[src/rtl/f2h_pkg.sv]
package f2h_pkg;
  localparam int SGL_EXP_W = 8;
  localparam int SGL_MAN_W = 23;
  localparam int HLF_EXP_W = 5;
  localparam int HLF_MAN_W = 10;
  localparam int SGL_W     = 1 + SGL_EXP_W + SGL_MAN_W;
  localparam int HLF_W     = 1 + HLF_EXP_W + HLF_MAN_W;
  localparam int SGL_BIAS  = (1 << (SGL_EXP_W - 1)) - 1;
  localparam int HLF_BIAS  = (1 << (HLF_EXP_W - 1)) - 1;
  localparam int SIG_W     = SGL_MAN_W + 1;
  localparam int MAN_DROP  = SGL_MAN_W - HLF_MAN_W;
  // lowest single exponent field that still maps to a half normal
  localparam int MIN_NORM_E = SGL_BIAS - HLF_BIAS + 1;
  // highest single exponent field that can map to a finite half
  localparam int MAX_FIN_E  = SGL_BIAS + HLF_BIAS;
  // any right shift beyond this leaves only sticky information
  localparam int DROP_CAP   = SIG_W + 1;
  localparam int DROP_W     = $clog2(DROP_CAP + 1);
  localparam int MAG_W      = HLF_W - 1;

  typedef enum logic [2:0] {
    CLS_ZERO,
    CLS_INF,
    CLS_NAN,
    CLS_OVF,
    CLS_FIN
  } cls_e;
endpackage

[src/rtl/f2h_classify.sv]
module f2h_classify
  import f2h_pkg::*;
(
  input  logic [SGL_EXP_W-1:0] exp_fld,
  input  logic [SGL_MAN_W-1:0] man_fld,
  output cls_e                 cls,
  output logic [HLF_EXP_W-1:0] base_exp,
  output logic [DROP_W-1:0]    drop
);
  localparam logic [SGL_EXP_W-1:0] EXP_ONES = '1;
  localparam logic [SGL_EXP_W:0]   GAP_REF  = (SGL_EXP_W+1)'(MIN_NORM_E + MAN_DROP);

  logic [SGL_EXP_W:0] gap;

  always_comb begin
    cls      = CLS_FIN;
    base_exp = '0;
    drop     = DROP_W'(DROP_CAP);
    gap      = GAP_REF - {1'b0, exp_fld};
    if (exp_fld == '0) begin
      cls = CLS_ZERO;
    end else if (exp_fld == EXP_ONES) begin
      cls = (man_fld == '0) ? CLS_INF : CLS_NAN;
    end else if (exp_fld > SGL_EXP_W'(MAX_FIN_E)) begin
      cls = CLS_OVF;
    end else if (exp_fld >= SGL_EXP_W'(MIN_NORM_E)) begin
      // normal half: hidden bit of the kept significand adds the final +1
      base_exp = HLF_EXP_W'(exp_fld - SGL_EXP_W'(MIN_NORM_E));
      drop     = DROP_W'(MAN_DROP);
    end else begin
      drop = (gap > (SGL_EXP_W+1)'(DROP_CAP)) ? DROP_W'(DROP_CAP) : gap[DROP_W-1:0];
    end
  end
endmodule

[src/rtl/f2h_align.sv]
module f2h_align
  import f2h_pkg::*;
(
  input  logic [SIG_W-1:0]     sig,
  input  logic [DROP_W-1:0]    drop,
  output logic [HLF_MAN_W:0]   kept,
  output logic                 guard,
  output logic                 sticky
);
  logic [SIG_W-1:0]  shifted;
  logic [SIG_W-1:0]  at_guard;
  logic [SIG_W-1:0]  low_mask;
  logic [DROP_W-1:0] gpos;

  always_comb begin
    gpos     = drop - 1'b1;
    shifted  = sig >> drop;
    at_guard = sig >> gpos;
    low_mask = ~({SIG_W{1'b1}} << gpos);
    kept     = shifted[HLF_MAN_W:0];
    guard    = at_guard[0];
    sticky   = |(sig & low_mask);
  end
endmodule

[src/rtl/f2h_round.sv]
module f2h_round
  import f2h_pkg::*;
(
  input  logic [HLF_EXP_W-1:0] base_exp,
  input  logic [HLF_MAN_W:0]   kept,
  input  logic                 guard,
  input  logic                 sticky,
  output logic [MAG_W-1:0]     mag
);
  logic bump;

  always_comb begin
    bump = guard & (sticky | kept[0]);
    // a mantissa carry ripples straight into the exponent field
    mag  = {base_exp, {HLF_MAN_W{1'b0}}} + MAG_W'(kept) + MAG_W'(bump);
  end
endmodule

[src/rtl/f2h_conv.sv]
module f2h_conv
  import f2h_pkg::*;
(
  input  logic        clk,
  input  logic        rst_n,
  input  logic        in_valid,
  input  logic [31:0] in_word,
  output logic        out_valid,
  output logic [15:0] out_half
);
  localparam logic [HLF_EXP_W-1:0] HEXP_ONES = '1;
  localparam logic [HLF_MAN_W-1:0] NAN_MAN   = HLF_MAN_W'(1);

  logic                 sgn;
  logic [SGL_EXP_W-1:0] exp_fld;
  logic [SGL_MAN_W-1:0] man_fld;
  cls_e                 cls;
  logic [HLF_EXP_W-1:0] base_exp;
  logic [DROP_W-1:0]    drop;
  logic [HLF_MAN_W:0]   kept;
  logic                 guard;
  logic                 sticky;
  logic [MAG_W-1:0]     mag;
  logic [HLF_W-1:0]     half_nxt;
  logic                 valid_nxt;
  logic                 half_en;

  assign sgn     = in_word[SGL_W-1];
  assign exp_fld = in_word[SGL_W-2 -: SGL_EXP_W];
  assign man_fld = in_word[SGL_MAN_W-1:0];

  f2h_classify u_cls (
    .exp_fld  (exp_fld),
    .man_fld  (man_fld),
    .cls      (cls),
    .base_exp (base_exp),
    .drop     (drop)
  );

  f2h_align u_aln (
    .sig    ({1'b1, man_fld}),
    .drop   (drop),
    .kept   (kept),
    .guard  (guard),
    .sticky (sticky)
  );

  f2h_round u_rnd (
    .base_exp (base_exp),
    .kept     (kept),
    .guard    (guard),
    .sticky   (sticky),
    .mag      (mag)
  );

  always_comb begin
    unique case (cls)
      CLS_ZERO: half_nxt = {sgn, {MAG_W{1'b0}}};
      CLS_INF,
      CLS_OVF:  half_nxt = {sgn, HEXP_ONES, {HLF_MAN_W{1'b0}}};
      CLS_NAN:  half_nxt = {sgn, HEXP_ONES, NAN_MAN};
      default:  half_nxt = {sgn, mag};
    endcase
    valid_nxt = in_valid;
    half_en   = in_valid;
  end

  always_ff @(posedge clk or negedge rst_n) begin
    if (!rst_n) begin
      out_valid <= 1'b0;
      out_half  <= '0;
    end else begin
      out_valid <= valid_nxt;
      if (half_en) begin
        out_half <= half_nxt;
      end
    end
  end
endmodule

[config.mk]
export PLATFORM = sky130hd
export DESIGN_NAME = f2h_conv
export DESIGN_NICKNAME = d
export VERILOG_FILES = /design/src/rtl/f2h_pkg.sv /design/src/rtl/f2h_classify.sv /design/src/rtl/f2h_align.sv /design/src/rtl/f2h_round.sv /design/src/rtl/f2h_conv.sv
export SDC_FILE = /design/constraint.sdc
export NUM_CORES = 1
export LEC_CHECK = 0
export ABC_AREA = 1
export CORE_MARGIN = 2
export CORE_UTILIZATION = 55
export DETAILED_ROUTE_END_ITERATION = 8
export DONT_BUFFER_PORTS = 1
export GPL_TIMING_DRIVEN = 1
export PLACE_DENSITY = 0.73
export SYNTH_ARGS = -nofsm -noshare
export SYNTH_HDL_FRONTEND = slang
export SYNTH_HIERARCHICAL = 1
export SYNTH_SLANG_ARGS = --single-unit
[constraint.sdc]
create_clock -name clk -period 0.8 [get_ports clk]
set_input_delay 0.08 -clock clk [delete_from_list [all_inputs] [get_ports clk]]
set_output_delay 0.08 -clock clk [all_outputs]
set_load 0.1 [all_outputs]
== Yosys cells after proc, flatten, opt, wreduce, memory -nomap -nowiden ==
Cells that the tools add are included.
Storage, ports and cells
  register bits after elaboration: 17
  input port bits: 35
  output and inout port bits: 17
  word-level logic and storage cells: 40
Operators by class
  $add $sub $neg: 5
  $lt $le $gt $ge: 3
  equal/unequal tests: 4
  shift operators: 3
  mux-type cells: 14
  bitwise logic cells: 4
  reductions and logical operators: 5
Operator list (count)
  5-bit 2-to-1 mux: 9
  15-bit one-hot mux with 3 select lines: 1
  24-bit bitwise AND: 1
  24-bit NOT: 1
  24-bit OR reduction: 1
  24-bit by 5-bit << shifter with 24-bit output, first input constant: 1
  24-bit by 5-bit >> shifter with 1-bit output: 1
  24-bit by 5-bit >> shifter with 11-bit output: 1
  23-bit logical NOT: 1
  15-bit by 1-bit adder with 15-bit output: 1
  15-bit by 11-bit adder with 15-bit output: 1
  9-bit by 5-bit > comparator with 1-bit output, second input constant: 1
  3-bit 2-to-1 mux: 3
  7-bit by 8-bit subtractor with 9-bit output, first input constant: 1
  8-bit == test, second input constant: 1
  8-bit by 7-bit greater-or-equal comparator with 1-bit output, second input constant: 1
  8-bit > comparator, second input constant: 1
  8-bit logical NOT: 1
  3-bit by 2-bit == test with 1-bit output, second input constant: 2
  5-bit by 1-bit subtractor with 5-bit output, second input constant: 1
  5-bit subtractor, second input constant: 1
  3-bit by 1-bit == test with 1-bit output, second input constant: 1
  3-bit logical NOT: 1
  2-bit 2-to-1 mux: 1
  other kinds (3): 3

== Depth between registers and ports, before layout ==
Gate-level depths: netlist (run 1).
  depth after elaboration: 16
  gate-level depth with buffers: 35
  gate-level depth less buffers: 34

== Hierarchy ==
Netlist (run 1), hierarchy kept.
By module, submodules not included
  f2h_align: times used 1, cells an instance 344, area an instance 1550.2 um^2, seq. area each 0.0 um^2
  f2h_conv: times used 1, cells an instance 88, area an instance 747.0 um^2, seq. area each 425.4 um^2
  f2h_classify: times used 1, cells an instance 115, area an instance 608.1 um^2, seq. area each 0.0 um^2
  f2h_round: times used 1, cells an instance 72, area an instance 394.1 um^2, seq. area each 0.0 um^2

== Least setup slack after synthesis (run 1) ==
OpenSTA, ideal clock, no wires.
  path kind: input to register
  start point: input port in_word[23]
  end point: register out_half[14]
  library setup time: 122 ps
  arrival: 3678 ps
  required time: 678 ps
  setup slack: -3000 ps
  stages on the path: 35
  path buffers: 1
  cell sequence: inv_1 -> ha_1 -> inv_1 -> o21bai_1 -> nand2_1 -> nand3_1 -> nand2_1 -> nor2_2 -> nand3_1 -> inv_2 -> buf_2 -> ha_1 -> inv_1 -> ha_1 -> nand3_1 -> nand3_1 -> nor2_1 -> nor2_1 -> nor2_1 -> nand3_1 -> nand2_1 -> nand3_1 -> o21a_1 -> ha_1 -> ha_1 -> nand3_1 -> nor2_2 -> nand3_2 -> nand2_1 -> nand2_1 -> nand2_1 -> nand2_1 -> nand2_1 -> nor2_1 -> nor2_1
Between the ends
  longest elaborated chain between the ends: 16
  elaborated cells between the ends (all ways): 36
  those cells by class: 5 x add/sub; 3 x order compare; 4 x eq/ne; 3 x shift; 13 x mux; 4 x bitwise; 4 x reduce/logical
Ends and longest elaborated chain
  from (decl): RTL line f2h_conv.sv:7  | input logic [31:0] in_word,
  7-bit by 8-bit subtractor with 9-bit output: RTL line f2h_classify.sv:19  | gap = GAP_REF - {1'b0, exp_fld};
  9-bit by 5-bit > comparator with 1-bit output: RTL line f2h_classify.sv:31  | drop = (gap > (SGL_EXP_W+1)'(DROP_CAP)) ? DROP_W'(DROP_CAP) : gap[DROP_W-1:0];
  5-bit 2-to-1 mux: RTL line f2h_classify.sv:31
  5-bit 2-to-1 mux: RTL line f2h_classify.sv:26  | end else if (exp_fld >= SGL_EXP_W'(MIN_NORM_E)) begin
  5-bit 2-to-1 mux: RTL line f2h_classify.sv:24  | end else if (exp_fld > SGL_EXP_W'(MAX_FIN_E)) begin
  5-bit 2-to-1 mux: RTL line f2h_classify.sv:22  | end else if (exp_fld == EXP_ONES) begin
  5-bit 2-to-1 mux *: RTL line f2h_classify.sv:20  | if (exp_fld == '0) begin
  via drop[0]: RTL line f2h_conv.sv:19  | logic [DROP_W-1:0] drop;
  [... 3 more ...]
  24-bit bitwise AND *: RTL line f2h_align.sv:22  | sticky = |(sig & low_mask);
  24-bit OR reduction *: RTL line f2h_align.sv:22
  via sticky: RTL line f2h_conv.sv:22  | logic sticky;
  1-bit bitwise OR *: RTL line f2h_round.sv:13  | bump = guard & (sticky | kept[0]);
  1-bit bitwise AND *: RTL line f2h_round.sv:13
  15-bit by 1-bit adder with 15-bit output *: RTL line f2h_round.sv:15  | mag = {base_exp, {HLF_MAN_W{1'b0}}} + MAG_W'(kept) + MAG_W'(bump);
  via mag[14]: RTL line f2h_conv.sv:23  | logic [MAG_W-1:0] mag;
  15-bit one-hot mux with 3 select lines *: RTL line f2h_conv.sv:57  | unique case (cls)
  to (signal assigned): RTL line f2h_conv.sv:75  | out_half <= half_nxt;
  to (decl): RTL line f2h_conv.sv:9  | output logic [15:0] out_half
The timed path passes the listed nets; every way through them passes the cells marked *.
A chain may end at the register's enable or synchronous reset.

== Final worst setup path (run 1) ==
  start point: input port in_word[23]
  end point: register out_half[10]
The elaborated chain is that of the path after synthesis.

==> results.toml, run 1 <==
[status]
status = "complete, but fails checks"
violations = "hold timing, setup timing"

[setup_path]
r2r-end = "out_half[9]"
timing.rr.start = "out_half[9]"
arrival_ps = 3570
path_class = "primary input to flop"
end_kind = "flop"
worst-path-buf-inv = 3
cp_top_family = "simple AND/OR/NAND/NOR gates"
critPathSlowestCell = "ha_4"
cp_max_fo = 9
crit_path_start_kind = "primary input"
reg2regPathDepth = 4
worstPathRequired_ps = 1000
r2r_slack_ps = -140
critPathMaxStageDelay_ps = 290

[global_route]
grt_pass1_vias = 4314
antenna_found_initial = 0
grt_overflow_total = 0
grt_usage = 0.371
grt_max_degree = 27
grt_pass1_wl_um = 19300

[floorplan]
start_util = 0.564
core_mm2 = 0.00585
dieArea_mm2 = 0.00663
die_h_um = 81.5
row_count = 28
pin_count = 52
die_w_um = 81.5

[cts]
cts_buffers = 3
ctsHoldBuffers = 2
clkSinkCount = 17
clkTransAtPathRegs_ps = 70
cts_root_buf = "clkbuf_8"
clockBufferDepth = 2
tritoncts = "yes"
htree_levels = 1
clock_latency_ps = 260

[pwr]
p_per_area_mw_per_mm2 = 975
vdd_drop_max_mv = 1.29
leakage_nw = 2.50

[synth]
yosysWarnings = 6
synth_edf_count = 0
async_reset_ff_frac = 1.00
syn_inst = 619
synthFlopType = "dfrtp_1"
ys_seq_elements = 17
yosysSeqAreaShare = 0.129
ys_types = 41
syn_area_mm2 = 0.00330
synth.avg_cell_area_um2 = 5.33

[timing]
setup_viol = 32
max_slew_margin = 0.437
fin_crit_sh = 4.22
tightest_slew_ps = 844
fmax_mhz = 297
final-hold-violation-count = 29
postLayoutSetupSlackWorst_ps = -2570
rsz0062_at_grt = "true"
whs_ps = -156
slew_viol_final = 0
fin_skew_ps = 0
fin_crit_ps = 3370

[finish]
fin_nets = 787
fillers = 370
drive_above_1_share = 0.331
area_growth_pct = 49.6
fin_util = 0.844
antennaDiodeCount = 0
multi_input_area_mm2 = 0.00277
design_area_mm2 = 0.00494
regArea_um2 = 449

[min_path]
holdPathStages = 0
hold_path_class = "primary input to flop"
whs_endpoint = "out_valid"
worstHoldStart = "in_valid"

[run]
max_cap_viol_count = 0

[route]
drc = 0
vias = 4699
ant_nets = 0
wirelength_um = 13000
routedWlPerCell_um = 16.0
firstDrtPassIters = 5
drtIter0Drc = 500
via_per_inst = 5.78

[place]
placed_cell_area_mm2 = 0.00455
numPortBuffers = 0
place_congestion = 0.960
place_hpwl_um = 9500
-- cells in the final DEF, fill, tap and decap left out, types with 2 or more instances in the layout --
| cell | instances |
|---|---|
| ha_4 | 7 |
| a31oi_1 | 2 |
| or2_1 | 2 |
| nand2_1 | 214 |
| conb_1 | 3 |
| a21oi_2 | 4 |
| clkinv_1 | 3 |
| inv_4 | 2 |
| o21ai_0 | 9 |
| o22ai_1 | 4 |
| inv_8 | 2 |
| nand3_1 | 46 |
| nor3_1 | 8 |
| xnor2_2 | 2 |
| xor2_2 | 2 |
| o211ai_1 | 6 |
| nor2_1 | 67 |
| buf_4 | 112 |
| xor2_1 | 6 |
| clkbuf_8 | 3 |
| o21ai_1 | 41 |
| o21bai_1 | 2 |
| nand3_4 | 2 |
| inv_2 | 11 |
| buf_12 | 18 |
| or2_2 | 2 |
| nor2_4 | 8 |
| inv_1 | 51 |
| nand4_1 | 5 |
| nand2_2 | 14 |
| buf_6 | 2 |
| nor2_2 | 12 |
| dfrtp_2 | 16 |
| a21oi_1 | 10 |
| ha_1 | 6 |
| mux2i_1 | 3 |
| nand3_2 | 14 |
| nand2_4 | 4 |
-- synth_stat cells, types with 2 or more instances --
| library cell | n | share of area |
|---|---|---|
| nand4_1 | 5 | 0.0095 |
| or2_2 | 2 | 0.0038 |
| o21bai_1 | 2 | 0.0045 |
| o21ai_1 | 42 | 0.064 |
| ha_1 | 13 | 0.049 |
| nand3_2 | 3 | 0.0091 |
| nand2_2 | 10 | 0.019 |
| a21oi_1 | 12 | 0.018 |
| nor2_4 | 2 | 0.0068 |
| nor3_1 | 8 | 0.012 |
| dfrtp_1 | 17 | 0.13 |
| clkbuf_1 | 5 | 0.0057 |
| nor2_2 | 11 | 0.021 |
| inv_2 | 10 | 0.011 |
| o211ai_1 | 6 | 0.014 |
| a21oi_2 | 2 | 0.0053 |
| or2_1 | 2 | 0.0038 |
| clkinv_1 | 3 | 0.0034 |
| mux2i_1 | 3 | 0.0091 |
| buf_2 | 9 | 0.014 |
| nand3_1 | 58 | 0.088 |
| a31oi_1 | 2 | 0.0038 |
| o22ai_1 | 4 | 0.0076 |
| buf_6 | 5 | 0.017 |
| xnor2_1 | 3 | 0.0080 |
| nand2_1 | 221 | 0.25 |
| nor2_1 | 74 | 0.084 |
| xor2_1 | 8 | 0.021 |
| o21ai_0 | 9 | 0.014 |
| buf_4 | 2 | 0.0045 |
| inv_1 | 56 | 0.064 |
-- power by group --
| part | switching (W) | leakage [nW] | internal, W |
|---|---|---|---|
| logic | 0.00182 | 2.28 | 0.00125 |
| registers | 0.000100 | 0.193 | 0.000962 |
| clock network | 0.000335 | 0.0255 | 0.000347 |
| total | 0.00226 | 2.50 | 0.00256 |
-- routing by layer --
layer	global-route usage	part of all wire	up-vias
met5	0	0	-
met4	0.120	0.039	0
met3	0.0989	0.11	63
met2	0.630	0.47	308
met1	0.456	0.38	2127
li1	-	-	2201
-- state kept, by name, indices dropped and copies added, names as in the netlist --
register	flops
out_half	16
out_valid	1
-- worst max path at each step --
| stage | endpoint | cells past startpoint | slack [ps] | start |
|---|---|---|---|---|
| 2_1_floorplan | out_half[10] | 34 | -2550 | in_word[23] |
| 3_3_place_gp | out_half[10] | 32 | -2700 | in_word[23] |
| 3_5_place_dp | out_half[12] | 33 | -2750 | in_word[23] |
| 4_1_cts | out_half[12] | 33 | -2400 | in_word[23] |
| 5_1_grt | out_half[14] | 33 | -2720 | in_word[23] |
| 6_report | out_half[10] | 32 | -2570 | in_word[23] |
-- through the flow --
stage               hold slack, ps  cells  setup TNS (ps)  setup WS, ps  power (W)
floorplan                     -216    621          -34940         -2550    0.00280
global placement              -215    795          -38110         -2700    0.00380
detailed placement            -215    795          -38400         -2750    0.00387
CTS                           -156    809          -38950         -2400    0.00465
global route                  -164    813          -40650         -2720    0.00506
finish                        -156    813          -37780         -2570    0.00481
-- timing repair --
action / CTS / global route
pin swaps: 26 / 19
endpoints found under the setup margin: 32 / 49
endpoints found under the hold margin: 33 / 14
gates resized for setup: 18 / 25
setup buffers: 7 / 4
gates cloned: 1 / 0
-- layout make-up --
type / count / share of cell area
multi-input combinational: 512 / 0.562
timing repair buffer: 135 / 0.259
sequential: 17 / 0.0910
inverter: 70 / 0.0598
tap: 75 / 0.0190
clock buffer: 3 / 0.00837
clock inverter: 1 / 0.00101
-- worst register-to-register path, delay by kind of cell (launching register included) --
kind | cells | cell delay [ps]
buffers and inverters | 2 | 260
DFF | 1 | 430
and+or+nand+nor | 2 | 130
-- cell families (layout without fill, tap and decap cells) --
kind of cell / Yosys count / in the layout / synth area share
buf+inv: 92 / 209 / 0.122
compound gates: 82 / 82 / 0.139
fa+ha+maj: 13 / 13 / 0.0493
mux: 3 / 3 / 0.00910
xor+xnor: 11 / 11 / 0.0292
simple gates: 400 / 400 / 0.521
other cells: 1 / 3 / 0.00114
flops: 17 / 17 / 0.129
Power figures use the tool's default switching activity.
==> run 2, diff against run 1 <==
--- a/config.mk
+++ b/config.mk
@@ -5,7 +5,6 @@
 export SDC_FILE = /design/constraint.sdc
 export NUM_CORES = 1
 export LEC_CHECK = 0
-export ABC_AREA = 1
 export CORE_MARGIN = 2
 export CORE_UTILIZATION = 55
 export DETAILED_ROUTE_END_ITERATION = 8
==> results.toml, run 2 <==
[status]
status = "complete, but fails checks"
violations = "hold timing, setup timing"

[timing]
setup_viol = 33
fin_skew_ps = 0
postLayoutSetupSlackWorst_ps = -3530
max_slew_margin = 0.420
fin_crit_ps = 4330
tns_ps = -50290
fmax_mhz = 231
tightest_slew_ps = 869
fin_crit_sh = 5.41
final-hold-violation-count = 25
rsz0062_at_grt = "true"
whs_ps = -170
slew_viol_final = 0

[route]
vias = 3626
via_per_inst = 7.00
drtIter0Drc = 410
drc = 0
routedWlPerCell_um = 23.1
ant_nets = 0
firstDrtPassIters = 5
wirelength_um = 12000

[setup_path]
critPathMaxStageDelay_ps = 400
cp_common_cell = "ha_4"
path_cells = "inv_12, ha_4, and2b_1, o21ai_1, a211oi_2, nand3_2, buf_4, o31a_1, nand2b_1, o41ai_2, a21oi_2, o21ai_1, nand4_1, or3b_1, o21a_1, ha_4, ha_4, and4_4, and3_4, o2111ai_4, xnor2_1, or2b_1, a31o_1"
r2r_slack_ps = -190
r2r-end = "out_half[14]"
cp_max_fo = 10
timing.rr.start = "out_half[14]"
reg2regPathDepth = 2
worstPathRequired_ps = 950
end_kind = "flop"
path_class = "primary input to flop"
crit_path_start_kind = "primary input"
critPathSlowestCell = "or3b_1"
arrival_ps = 4480

[synth]
synthFlopType = "dfrtp_1"
async_reset_ff_frac = 1.00
yosysTopAreaCellShare = 0.136
ys_seq_elements = 17
ys_types = 68
yosysWarnings = 6
synthTopCellsByArea = "dfrtp_1 14%, mux4_2 12%, mux4_1 6.7%"
syn_area_mm2 = 0.00313
synth_edf_count = 0
syn_inst = 358
yosysSeqAreaShare = 0.136
synth_top_cell_by_area = "dfrtp_1"
yosys-top-cells-count = "24 x inv_1, 24 x nand2_1, 24 x o21ai_0"
synth.avg_cell_area_um2 = 8.75

[global_route]
antenna_found_initial = 0
grt_pass1_vias = 3508
grt_usage = 0.344
grt_overflow_total = 0
grt_max_degree = 33
grt_pass1_wl_um = 17200

[cts]
cts_root_buf = "clkbuf_8"
ctsHoldBuffers = 2
clockBufferDepth = 2
clkSinkCount = 17
clkTransAtPathRegs_ps = 90
cts_buffers = 3
tritoncts = "yes"
clock_latency_ps = 270
htree_levels = 1

[finish]
fin_util = 0.832
antennaDiodeCount = 0
design_area_mm2 = 0.00458
area_growth_pct = 46.3
fin_nets = 495
final_common_cell = "buf_4"
reg_top3 = "out_half x16, out_valid x1"
largest_reg_flops = 16
instances_no_fill = 518
fillers = 277
mostFrequentLayoutCells = "78 x buf_4, 21 x nand2_1, 20 x inv_1, 20 x nor2_1, 17 x mux4_2"
top_register = "out_half"
drive_above_1_share = 0.457

[floorplan]
pin_count = 52
row_count = 27
dieArea_mm2 = 0.00631
start_util = 0.569
die_h_um = 79.5
die_w_um = 79.5
core_mm2 = 0.00551

[place]
place_hpwl_um = 7520
placed_cell_area_mm2 = 0.00410
numPortBuffers = 0
place_congestion = 0.962
placedCellCount = 502

[pwr]
intPower_w = 0.00232
power.switching_w = 0.00168
p_clk_frac = 0.182
swShare = 0.421
vdd_drop_max_mv = 0.912
leakage_nw = 1.86
power_frac_comb = 0.566
p_seq_frac = 0.251
p_per_area_mw_per_mm2 = 873
total_power_w = 0.00400

[min_path]
hold_path_class = "primary input to flop"
holdPathStages = 0
worstHoldStart = "in_valid"
whs_endpoint = "out_valid"

[run]
max_cap_viol_count = 0
-- run 2: power groups by stage --
stage / sequential (W) / clock (W) / combinational [W]
2_1_floorplan: 0.00143 / 0 / 0.000945
3_3_place_gp: 0.000994 / 0 / 0.00190
3_5_place_dp: 0.000999 / 0 / 0.00195
4_1_cts: 0.000993 / 0.000663 / 0.00207
5_1_grt: 0.00101 / 0.000763 / 0.00235
6_report: 0.00100 / 0.000730 / 0.00226
-- run 2: how the worst max path moves through the flow --
stage	from	slack [ps]	endpoint	cells past startpoint
4_1_cts	in_word[23]	-3400	out_half[14]	24
2_1_floorplan	in_word[23]	-3830	out_half[14]	27
3_3_place_gp	in_word[23]	-3680	out_half[14]	25
5_1_grt	in_word[24]	-3710	out_half[14]	24
6_report	in_word[23]	-3530	out_half[14]	23
3_5_place_dp	in_word[24]	-3800	out_half[14]	25
-- run 2: worst max-delay path, delay by kind of cell --
kind                       cells  cell delay [ps]
adders and majority gates      3              580
AOI/OAI and AO/OA              9             1940
xor gates and xnor gates       1               90
buffers and inverters          2              200
and+or+nand+nor                8             1590
-- run 2: layer usage --
layer | GRT usage | up-vias | share of wire | routed length (um)
met5 | 0 | - | 0 | 0
met4 | 0.129 | 0 | 0.060 | 722
met3 | 0.0543 | 86 | 0.085 | 1020
met2 | 0.599 | 281 | 0.50 | 5950
met1 | 0.426 | 1734 | 0.36 | 4290
li1 | - | 1525 | - | -
-- run 2: through the flow --
| stage | hold slack [ps] | worst slack, ps |
|---|---|---|
| after floorplan | -216 | -3830 |
| after global placement | -215 | -3680 |
| after detailed placement | -215 | -3800 |
| after CTS | -154 | -3400 |
| after global routing | -182 | -3710 |
| final | -170 | -3530 |
-- run 2: what timing repair did --
action | in CTS | in global routing
pin swaps | 40 | 22
endpoints found under the hold margin | 34 | 17
resized for setup | 37 | 32
endpoints found under the setup margin | 33 | 50
setup buffers | 6 | 6
-- run 2: area by class of cell --
type / count / area [um2] / area share
Tap cell: 72 / 90.1 / 0.0197
Timing Repair Buffer: 104 / 1020 / 0.222
Multi-Input combinational cell: 296 / 2860 / 0.623
Sequential cell: 17 / 448 / 0.0978
Clock buffer: 4 / 45.0 / 0.00983
Inverter: 25 / 124 / 0.0270
-- run 2: cells by family after synthesis --
| group | synth area share |
|---|---|
| fa+ha+maj | 0.0519 |
| simple gates | 0.233 |
| flops | 0.136 |
| mux | 0.252 |
| compound gates | 0.186 |
| xor+xnor | 0.0587 |
| other cells | 0.00120 |
| buf+inv | 0.0815 |
==> run 3, diff against run 2 <==
--- a/config.mk
+++ b/config.mk
@@ -5,7 +5,7 @@
 export SDC_FILE = /design/constraint.sdc
 export NUM_CORES = 1
 export LEC_CHECK = 0
-export CORE_MARGIN = 2
+export CORE_MARGIN = 3
 export CORE_UTILIZATION = 55
 export DETAILED_ROUTE_END_ITERATION = 8
 export DONT_BUFFER_PORTS = 1
==> results.toml, run 3 (synthesis gave the netlist of run 2 again) <==
[setup_path]
worstPathRequired_ps = 950
r2r-end = "out_half[12]"
cp_common_cell = "ha_4"
cp_max_fo = 10
timing.rr.start = "out_half[12]"
reg2regPathDepth = 2
arrival_ps = 4420
r2r_slack_ps = -70
critPathMaxStageDelay_ps = 340
path_class = "primary input to flop"
crit_path_start_kind = "primary input"
end_kind = "flop"
critPathSlowestCell = "or3b_1"

[timing]
fin_crit_sh = 5.35
rsz0062_at_grt = "true"
fin_crit_ps = 4280
tightest_slew_ps = 810
max_slew_margin = 0.460
fmax_mhz = 234
slew_viol_final = 0
postLayoutSetupSlackWorst_ps = -3480
setup_viol = 33
fin_skew_ps = 0
final-hold-violation-count = 33
whs_ps = -142

[route]
routedWlPerCell_um = 22.7
vias = 3600
wirelength_um = 11800
drc = 0
drtIter0Drc = 497
ant_nets = 0
via_per_inst = 6.95
firstDrtPassIters = 5

[floorplan]
start_util = 0.591
die_w_um = 81.5
dieArea_mm2 = 0.00664
row_count = 26
die_h_um = 81.5
pin_count = 52
core_mm2 = 0.00530

[cts]
tritoncts = "yes"
clkTransAtPathRegs_ps = 70
clockBufferDepth = 2
ctsHoldBuffers = 2
cts_root_buf = "clkbuf_8"
cts_buffers = 3
clkSinkCount = 17
clock_latency_ps = 250
htree_levels = 1

[place]
place_congestion = 0.943
pre_cts_slack_ps = -3800
numPortBuffers = 0
place_hpwl_um = 7560
placedCellCount = 501

[finish]
largest_reg_flops = 16
area_growth_pct = 45.8
instances_no_fill = 518
final_common_cell = "buf_4"
drive_above_1_share = 0.467
mostFrequentLayoutCells = "80 x buf_4, 21 x nand2_1, 20 x inv_1, 20 x nor2_1, 17 x mux4_2"
reg_top3 = "out_half x16, out_valid x1"
fin_nets = 497
top_register = "out_half"
antennaDiodeCount = 0

[status]
status = "complete, but fails checks"
violations = "hold timing, setup timing"

[pwr]
leakage_nw = 1.88
p_per_area_mw_per_mm2 = 852
vdd_drop_max_mv = 0.953
total_power_w = 0.00389

[min_path]
whs_endpoint = "out_valid"
hold_path_class = "primary input to flop"
worstHoldStart = "in_valid"
holdPathStages = 0

[global_route]
grt_pass1_wl_um = 17700
grt_max_degree = 33
antenna_found_initial = 0
grt_overflow_total = 0
grt_pass1_vias = 3548
grt_usage = 0.346

[run]
max_cap_viol_count = 0
run 3: cell count changes in the layout (fill, tap and decap cells not counted), sizes merged:
cell	change
buf	+2
run 3: worst max-delay path by stage:
stage	start	end	slack [ps]	depth (start not counted)
6_report	in_word[23]	out_half[10]	-3480	26
4_1_cts	in_word[23]	out_half[14]	-3310	24
3_3_place_gp	in_word[23]	out_half[14]	-3670	25
3_5_place_dp	in_word[23]	out_half[14]	-3800	19
2_1_floorplan	in_word[23]	out_half[14]	-3830	27
5_1_grt	in_word[23]	out_half[14]	-3700	24
run 3: through the flow:
step                instance area [um2]  setup TNS, ps   util
finish                             4570         -50120  0.861
global route                       4570         -53450  0.861
CTS                                4390         -49230  0.828
detailed placement                 4100         -51380  0.773
global placement                   4100         -49470  0.773
floorplan                          3340         -50510      -
run 3: area by class of cell:
cell class              count  area (um2)
flip-flops and latches     17         448
well taps                  70        87.6
fillers                   257         736
multi-input cells         296        2830
inverters                  25         124
repair buffers            106        1040
clock buffers               4        45.0
run 3: critical path, delay by kind of cell:
family	cells	cell delay [ps]
AO/OA/AOI/OAI	7	1250
XOR/XNOR	2	170
adder cells (fa/ha/maj)	4	730
buffers and inverters	5	530
AND/OR/NAND/NOR	8	1650
run 3: power by group:
part	internal [W]	switching [W]
clock	0.000354	0.000309
combinational	0.00102	0.00121
sequential	0.000933	0.0000649
total	0.00230	0.00159
run 3: routing by layer:
layer	GRT usage	share of wire	vias up
li1	-	-	1544
met1	0.421	0.36	1721
met2	0.573	0.49	266
met3	0.0822	0.097	69
met4	0.169	0.054	0
met5	0	0	-
run 3: timing repair:
action / 4_1_cts / 5_1_grt
gates resized for setup: 40 / 31
endpoints found under the setup margin: 33 / 50
pin swaps: 39 / 19
endpoints found under the hold margin: 34 / 16
setup buffers: 8 / 5
